`src/rtl/pipe_rdy_pkg.sv`:
```
package pipe_rdy_pkg;
  localparam int NBANK = 2;
  typedef logic [NBANK-1:0] bank_vec_t;

  typedef struct packed {
    logic commit;
    logic drain;
    logic clear;
    logic was_empty;
    logic was_both;
  } bank_evt_t;
endpackage

```
`src/rtl/bank_tracker.sv`:
```
module bank_tracker
  import pipe_rdy_pkg::*;
#(
  parameter int MAX_PKT_WORDS = 8,
  parameter int BANK_PKTS     = 4
) (
  input  logic      clk,
  input  logic      rst,
  input  logic      tx_en,
  input  logic      dbl_mode,
  input  logic      cont_mode,
  input  logic      wr_word,
  input  logic      sw_commit,
  input  logic      dma_done,
  input  logic      tx_done,
  input  logic      clr_any,
  output bank_vec_t valid_o,
  output logic      fill_o,
  output bank_evt_t evt_o
);
  localparam int FULL_WORDS = MAX_PKT_WORDS * BANK_PKTS;
  localparam int CNT_W      = $clog2(FULL_WORDS + 1);

  bank_vec_t        valid_q, valid_n;
  logic             wptr_q, wptr_n, rptr_q, rptr_n;
  logic [CNT_W-1:0] wcnt_q, wcnt_n, limit;
  logic             bank_free, wr_ok, fill_hit, commit, drain;

  assign limit     = cont_mode ? CNT_W'(FULL_WORDS) : CNT_W'(MAX_PKT_WORDS);
  assign bank_free = !valid_q[wptr_q];
  assign wr_ok     = tx_en && bank_free && wr_word && !clr_any;
  assign fill_hit  = wr_ok && ((wcnt_q + CNT_W'(1)) >= limit);
  assign commit    = tx_en && bank_free && !clr_any && (fill_hit || sw_commit || dma_done);
  assign drain     = tx_en && !clr_any && tx_done && valid_q[rptr_q];

  always_comb begin
    valid_n = valid_q;
    wptr_n  = wptr_q;
    rptr_n  = rptr_q;
    wcnt_n  = wcnt_q;
    if (clr_any) begin
      valid_n = '0;
      wptr_n  = 1'b0;
      rptr_n  = 1'b0;
      wcnt_n  = '0;
    end else begin
      if (commit) begin
        valid_n[wptr_q] = 1'b1;
        wptr_n          = dbl_mode ? !wptr_q : 1'b0;
        wcnt_n          = '0;
      end else if (wr_ok) begin
        wcnt_n = wcnt_q + CNT_W'(1);
      end
      if (drain) begin
        valid_n[rptr_q] = 1'b0;
        rptr_n          = dbl_mode ? !rptr_q : 1'b0;
      end
    end
  end

  always_ff @(posedge clk) begin
    if (rst) begin
      valid_q <= '0;
      wptr_q  <= 1'b0;
      rptr_q  <= 1'b0;
      wcnt_q  <= '0;
    end else begin
      valid_q <= valid_n;
      wptr_q  <= wptr_n;
      rptr_q  <= rptr_n;
      wcnt_q  <= wcnt_n;
    end
  end

  assign valid_o         = valid_q;
  assign fill_o          = wptr_q;
  assign evt_o.commit    = commit;
  assign evt_o.drain     = drain;
  assign evt_o.clear     = clr_any;
  assign evt_o.was_empty = (valid_q == '0);
  assign evt_o.was_both  = (valid_q == '1);

  assert_clear_empties_R7: assert property (@(posedge clk) disable iff (rst)
    clr_any |=> (valid_q == '0 && wptr_q == 1'b0 && rptr_q == 1'b0))
    else $error("clear did not empty banks");

  assert_full_bank_frozen_R12: assert property (@(posedge clk) disable iff (rst)
    (valid_q[wptr_q] && !clr_any) |=> ($stable(wcnt_q) && $stable(wptr_q)))
    else $error("write side moved while fill bank occupied");

  assert_single_bank_R8: assert property (@(posedge clk) disable iff (rst)
    (!dbl_mode && !valid_q[1] && !wptr_q && !rptr_q) |=> (!valid_q[1] && !wptr_q && !rptr_q))
    else $error("bank 1 touched in single-bank mode");

  assert_drain_alternates_R13: assert property (@(posedge clk) disable iff (rst)
    (tx_en && tx_done && !clr_any && dbl_mode && valid_q[rptr_q]) |=> (rptr_q != $past(rptr_q)))
    else $error("read pointer failed to alternate");

  assert_count_bound_R3: assert property (@(posedge clk) disable iff (rst)
    (wcnt_q <= CNT_W'(FULL_WORDS)))
    else $error("word count beyond bank size");
endmodule

```
`src/rtl/rdy_event_logic.sv`:
```
module rdy_event_logic
  import pipe_rdy_pkg::*;
(
  input  logic      clk,
  input  logic      rst,
  input  logic      dir_tx,
  input  logic      dbl_mode,
  input  logic      xfer_end_mode,
  input  bank_evt_t evt,
  output logic      set_rdy
);
  logic dir_q, dir_rise, cond_commit, cond_drain, cond_clear;

  always_ff @(posedge clk) begin
    if (rst) dir_q <= 1'b0;
    else     dir_q <= dir_tx;
  end

  assign dir_rise    = dir_tx && !dir_q;
  assign cond_commit = evt.commit && evt.was_empty;
  assign cond_drain  = evt.drain && (!dbl_mode || evt.was_both);
  assign cond_clear  = evt.clear && dbl_mode && evt.was_both;
  assign set_rdy     = !xfer_end_mode && (dir_rise || cond_commit || cond_drain || cond_clear);

  assert_commit_needs_empty_R5: assert property (@(posedge clk) disable iff (rst)
    (evt.commit && !evt.was_empty && !evt.drain && !dir_rise) |-> !set_rdy)
    else $error("ready raised on commit with data waiting");
endmodule

```
`src/rtl/rdy_status_reg.sv`:
```
module rdy_status_reg (
  input  logic clk,
  input  logic rst,
  input  logic set_rdy,
  input  logic rdy_clr,
  input  logic irq_en,
  output logic rdy_sts,
  output logic rdy_irq
);
  logic sts_n;

  assign sts_n = set_rdy || (rdy_sts && !rdy_clr);

  always_ff @(posedge clk) begin
    if (rst) begin
      rdy_sts <= 1'b0;
      rdy_irq <= 1'b0;
    end else begin
      rdy_sts <= sts_n;
      rdy_irq <= sts_n && irq_en;
    end
  end

  assert_sticky_R10: assert property (@(posedge clk) disable iff (rst)
    (rdy_sts && !rdy_clr) |=> rdy_sts)
    else $error("ready flag dropped without clear");

  assert_set_wins_R10: assert property (@(posedge clk) disable iff (rst)
    set_rdy |=> rdy_sts)
    else $error("set event lost");

  assert_irq_gated_R11: assert property (@(posedge clk) disable iff (rst)
    !irq_en |=> !rdy_irq)
    else $error("interrupt while disabled");

  assert_irq_implies_sts_R11: assert property (@(posedge clk) disable iff (rst)
    rdy_irq |-> rdy_sts)
    else $error("interrupt without status");
endmodule

```
`src/rtl/pipe_rdy_gen.sv`:
```
module pipe_rdy_gen
  import pipe_rdy_pkg::*;
#(
  parameter int MAX_PKT_WORDS = 8,
  parameter int BANK_PKTS     = 4
) (
  input  logic       clk,
  input  logic       rst,
  input  logic       dir_tx,
  input  logic       dbl_mode,
  input  logic       cont_mode,
  input  logic       xfer_end_mode,
  input  logic       irq_en,
  input  logic       wr_word,
  input  logic       sw_commit,
  input  logic       dma_done,
  input  logic       tx_done,
  input  logic       auto_clr,
  input  logic       fifo_clr,
  input  logic       rdy_clr,
  output logic       rdy_sts,
  output logic       rdy_irq,
  output logic [1:0] bank_full,
  output logic       fill_bank
);
  bank_vec_t valid;
  bank_evt_t evt;
  logic      set_rdy, clr_any;

  assign clr_any = auto_clr || fifo_clr;

  bank_tracker #(
    .MAX_PKT_WORDS(MAX_PKT_WORDS),
    .BANK_PKTS    (BANK_PKTS)
  ) u_banks (
    .clk      (clk),
    .rst      (rst),
    .tx_en    (dir_tx),
    .dbl_mode (dbl_mode),
    .cont_mode(cont_mode),
    .wr_word  (wr_word),
    .sw_commit(sw_commit),
    .dma_done (dma_done),
    .tx_done  (tx_done),
    .clr_any  (clr_any),
    .valid_o  (valid),
    .fill_o   (fill_bank),
    .evt_o    (evt)
  );

  rdy_event_logic u_evt (
    .clk          (clk),
    .rst          (rst),
    .dir_tx       (dir_tx),
    .dbl_mode     (dbl_mode),
    .xfer_end_mode(xfer_end_mode),
    .evt          (evt),
    .set_rdy      (set_rdy)
  );

  rdy_status_reg u_sts (
    .clk    (clk),
    .rst    (rst),
    .set_rdy(set_rdy),
    .rdy_clr(rdy_clr),
    .irq_en (irq_en),
    .rdy_sts(rdy_sts),
    .rdy_irq(rdy_irq)
  );

  assign bank_full = valid;

  assert_xfer_end_quiet_R9: assert property (@(posedge clk) disable iff (rst)
    (xfer_end_mode && !rdy_sts) |=> !rdy_sts)
    else $error("ready raised in transfer-end mode");

  assert_dir_rise_R2: assert property (@(posedge clk) disable iff (rst)
    (dir_tx && !$past(dir_tx) && !xfer_end_mode) |=> rdy_sts)
    else $error("direction change did not raise ready");

  assert_rx_frozen_R12: assert property (@(posedge clk) disable iff (rst)
    (!dir_tx && !auto_clr && !fifo_clr) |=> $stable(bank_full))
    else $error("banks changed while receiving");
endmodule

```
`config.mk`:
```
export PLATFORM = sky130hd
export DESIGN_NAME = pipe_rdy_gen
export DESIGN_NICKNAME = d
export VERILOG_FILES = /design/src/rtl/pipe_rdy_pkg.sv /design/src/rtl/bank_tracker.sv /design/src/rtl/rdy_event_logic.sv /design/src/rtl/rdy_status_reg.sv /design/src/rtl/pipe_rdy_gen.sv
export SDC_FILE = /design/constraint.sdc
export NUM_CORES = 1
export LEC_CHECK = 0
export BUFFER_PORTS_ARGS = -buffer_cell sky130_fd_sc_hd__buf_2
export CORE_ASPECT_RATIO = 1.2
export CORE_UTILIZATION = 46
export DETAILED_ROUTE_END_ITERATION = 12
export PLACE_DENSITY_LB_ADDON = 0.3
export SLEW_MARGIN = 5
export SYNTH_ARGS = -nofsm -noshare
export SYNTH_HDL_FRONTEND = slang
export SYNTH_SLANG_ARGS = --single-unit
export TNS_END_PERCENT = 30
```
`constraint.sdc`:
```
create_clock -name clk -period 2.1 [get_ports clk]
set_input_delay 0.42 -clock clk [delete_from_list [all_inputs] [get_ports clk]]
set_output_delay 0.42 -clock clk [all_outputs]
set_load 0.05 [all_outputs]
```
---- Word level (Yosys, flattened, before mapping) ----
Index checks and enable logic that the tools add are counted.
word-level totals
  logic and storage cells ................. 69
  register bits after elaboration ......... 13
  output and inout port bits .............. 5
  input bits .............................. 14
cells by class
  reductions and logical operators ........ 38
  multiplexer cells ....................... 14
  eq/ne operators ......................... 1
  add/subtract/negate cells ............... 1
  $lt $le $gt $ge ......................... 5
  bitwise operators ....................... 3
operators by type and width
  cell                                                                           number
  1-bit logical AND                                                              19
  1-bit logical NOT                                                              8
  1-bit logical OR                                                               8
  1-bit two-way mux                                                              8
  6-bit by 1-bit adder with 6-bit output (second input constant)                 1
  6-bit greater-or-equal comparator                                              1
  2-bit two-way mux                                                              3
  6-bit two-way mux                                                              1
  1-bit by 2-bit less-than comparator with 1-bit output (second input constant)  2
  3-bit OR reduction                                                             1
  2-bit AND                                                                      1
  1-bit demux with 1-bit select                                                  2
  2-bit == test (second input constant)                                          1
  1-bit greater-or-equal comparator (second input constant)                      2
  2-bit logical NOT                                                              1
  2-bit NOT                                                                      1
  2-bit OR                                                                       1
  2-bit OR reduction                                                             1

---- Depth between registers and ports, before layout ----
  word-level depth ........................ 17
  depth in mapped cells ................... 8
  mapped depth without buffers ............ 8

---- Modules after synthesis ----
Synthesis repeated with hierarchy kept, for this count alone.
second synthesis, totals
  cells, all modules ...................... 88
  area total of the unflattened synthesis .. 802.0 µm²
modules (own cells, without submodules)
  module           seq. area each (µm²)  cells an instance  times used  area an instance (µm²)
  bank_tracker     200.2                 72                 1           655.6
  rdy_status_reg   40.0                  7                  1           73.8
  rdy_event_logic  20.0                  8                  1           66.3
  pipe_rdy_gen     0.0                   1                  1           6.3

---- Least setup slack after synthesis ----
OpenSTA, ideal clock, no wires.
  kind .................................... flip-flop to flip-flop
  from .................................... register u_banks.wcnt_q[2]
  to ...................................... register u_sts.rdy_irq
  setup time .............................. 116 ps
  setup slack ............................. 35 ps
  period minus slack after synthesis ...... 2065 ps
  stages on the path, launching flop included .. 9
  data arrival time ....................... 1949 ps
  cells stage by stage .................... dfxtp_1 and3_1 nand3_1 xnor2_1 ha_1 o21a_1 o311ai_2 nor4_1 o211a_1
on the way
  cells in the longest elaborated chain, start to end .. 13
RTL lines
  what                                    RTL line               source
  start: declaration                      bank_tracker.sv:26     logic [CNT_W-1:0] wcnt_q, wcnt_n, limit;
  start signal: assignment                bank_tracker.sv:71     wcnt_q <= wcnt_n;
  6-bit by 1-bit adder with 6-bit output  bank_tracker.sv:32     assign fill_hit = wr_ok && ((wcnt_q + CNT_W'(1)) >= limit);
  6-bit greater-or-equal comparator       bank_tracker.sv:32
  1-bit logical AND                       bank_tracker.sv:32
  1-bit logical OR (2 in series)          bank_tracker.sv:33     assign commit = tx_en && bank_free && !clr_any && (fill_hit || sw_commit || dma_done);
  1-bit logical AND                       bank_tracker.sv:33
  1-bit logical AND                       rdy_event_logic.sv:20  assign cond_commit = evt.commit && evt.was_empty;
  1-bit logical OR (3 in series)          rdy_event_logic.sv:23  assign set_rdy = !xfer_end_mode && (dir_rise || cond_commit || cond_drain || cond_clear);
  1-bit logical AND                       rdy_event_logic.sv:23
  1-bit logical OR                        rdy_status_reg.sv:12   assign sts_n = set_rdy || (rdy_sts && !rdy_clr);
  1-bit logical AND                       rdy_status_reg.sv:20   rdy_irq <= sts_n && irq_en;
  end signal: assignment                  rdy_status_reg.sv:20
  end: declaration                        rdy_status_reg.sv:8    output logic rdy_irq
Every way passes these cells.
A chain may end at the register's enable or synchronous reset.

---- Final worst setup path ----
  from .................................... register u_banks.wcnt_q[1]
  to ...................................... register u_sts.rdy_irq
The elaborated chain is that of the path after synthesis.

==> results.ini <==
[synthesis]
synth-edff-count=0
ys.flop_type=dfxtp_1
synthSimpleGateAreaFrac=0.273
syn_nets=97
synth-seq-area-share=0.336
synth_top_family_by_area=simple AND/OR/NAND/NOR gates
synth_fa_ha_area_frac=0.0646
syn_area_per_cell_um2=9.80
synthesis.area_um2=774
syn_inst=79
yosys_warnings=0
ys_ff_latch=13
synth_compound_area_frac=0.174
synth-xor-area-share=0.0792
synth.area.mux_share=0.0582
synth_cell_type_count=37
synthArstFlopShare=0

[run_status]
status=completed

[min_path]
hp-start=rst
hp-class=input pin to flip-flop

[setup_path]
cp-end-kind=flip-flop
r2r-start=u_banks.wcnt_q[1]
cp-start-kind=flip-flop
worstSetupPathType=flip-flop to flip-flop
cp-startpoint=u_banks.wcnt_q[1]
cp_data_arrival_time_ns=2.26
cp_max_fo=3
required_ns=2.26

[floorplanning]
core_um2=1500
start_util=0.516
die_height_um=47.0
die_x_um=39.5
ios=19
num_rows=15
dieArea_um2=1850

[finish]
seq_area_um2=264
drive_above_1_share=0.431
multi_input_area_um2=564
nNetsFinal=128
syn2layout_area_growth_pct=33.9
antenna_cells=0
final_util=0.691
fill_cells=128

[cts]
htree_levels=1
numCtsBuffers=3
cts_root_buf=clkbuf_4
cts_tree=done
insertion_delay_ns=0.27
clock_path_buffers=2
clk_pin_slew_ns=0.08
cts_sinks=13

[placement]
place_congestion=0.744
hpwlAfterDp_mm=1.31
io_buffer_count=18

[power]
pwr_density_cell_nw_per_um2=454
ir_drop_uv=385
finalPower_uw=470
p_leak_uw=0.000431

[timing]
fmax_ghz=0.477
fin_crit_ns=2.10
fin_crit_sh=0.998
grt_setup_unrepaired=true
tns_ns=0
slew_violations=0
tightest_slew_ns=0.452
hold_viol=0
fin_skew_ns=0.00878
setup_viol=0
slew_headroom=0.696

[detailed_routing]
drt-vias-per-instance=5.83
wire_per_inst_um=14.3
first_pass_iters=4
ant_nets=0
vias=734
wl_mm=1.80
drc=0
drtIter0Drc=11

[grt]
antenna_found_initial=0
grt_pass1_vias=660
track_usage=0.218
overflow=0
grt_max_degree=10
grt_pass1_wl_mm=2.66

[job]
cap_violations=0

-- worst paths after layout --
check / depth (start not counted) / slack, ns / end
min reg2reg: 2 / 0.51 / u_banks.rptr_q
min: 2 / 0.34 / u_evt.dir_q
max: 9 / 0.005 / u_sts.rdy_irq
max reg2reg: 9 / 0.005 / u_sts.rdy_irq
-- stage by stage --
step	cell area (um2)	std cells	setup slack, ns	hold WS, ns
final	1040	126	0.00481	0.345
after global routing	1040	126	-0.0724	0.322
after CTS	956	122	0.0180	0.336
after detailed placement	920	118	-0.00635	0.503
after global placement	920	118	0.0891	0.484
after floorplan	774	79	0.0353	0.471
-- sequential cells by signal, summed over array words and instances (netlist names) --
register and flops:
u_banks.fill_o 1, u_banks.wcnt_q 6, u_banks.rptr_q 1, u_sts.rdy_sts 1, u_banks.valid_o 2, u_sts.rdy_irq 1, u_evt.dir_q 1
-- where the power goes --
| group | internal, uW | total (uW) | switching (uW) |
|---|---|---|---|
| Combinational | 29.1 | 70.0 | 40.9 |
| Clock | 73.5 | 149 | 75.6 |
| Sequential | 250 | 251 | 1.58 |
-- worst max-delay path, stage by stage (launching register included) --
cell      delay [ns]
dfxtp_2         0.35
and3_4          0.19
nand3_4         0.09
xnor2_2         0.15
ha_1            0.29
o21a_1          0.20
o311ai_4        0.29
buf_6           0.16
nor4_4          0.05
o211a_1         0.21
-- kinds of logic (layout without fill, tap and decap cells) --
group                      after synthesis  in the layout
buffers and inverters                    3             32
adders and majority gates                4              4
muxes                                    4              4
and+or+nand+nor                         32             33
DFF                                     13             13
AOI/OAI and AO/OA                       16             16
xor gates and xnor gates                 7              7
-- what timing repair did --
item                       4_1_cts  5_1_grt
resized for setup                1       11
hold buffers                     0        0
setup endpoints to repair        3        9
cloned                           0        1
buffers inserted                 0        3
pin swaps                        0        8
-- cell usage after synthesis, types with 2 or more instances --
cell       n  area (um2)
dfxtp_1   13         260
and3_1     2        12.5
a32o_1     2        20.0
mux2i_1    2        20.0
nand2_1    3        11.3
o21a_1     2        15.0
nor3_1     7        35.0
o21ai_0    3        15.0
xor2_1     5        43.8
inv_1      2        7.51
nand4_1    3        18.8
o221a_2    2        22.5
nand3b_1   2        15.0
ha_1       4        50.1
xnor2_1    2        17.5
nand3_1    3        15.0
a21oi_1    2        10.0
-- routing by layer --
| layer | GRT usage | wire [um] | up-vias |
|---|---|---|---|
| met5 | 0 | 0 | - |
| met1 | 0.236 | 761 | 341 |
| met2 | 0.387 | 967 | 19 |
| met4 | 0.145 | 19 | 0 |
| met3 | 0.0284 | 52 | 2 |
| li1 | - | - | 372 |
-- layout make-up --
type	instances	area share
Multi-Input combinational cell	64	0.544
Sequential cell	13	0.255
Timing Repair Buffer	26	0.148
Clock buffer	4	0.0253
Tap cell	17	0.0205
Inverter	2	0.00724
-- placed cells by master, fill, tap and decap left out, types with 2 or more instances in the layout --
cell,n
buf_2,18
dfxtp_1,10
nor3_1,7
buf_4,7
xor2_1,5
ha_1,4
nand2_1,3
nand4_1,3
o21ai_0,3
clkbuf_4,3
dfxtp_2,3
inv_1,2
o21a_1,2
o221a_2,2
nor2_4,2
mux2i_1,2
nand3b_1,2
a32o_1,2
nand3_1,2
a21oi_1,2
No activity file was read; power rests on OpenSTA's default activity.
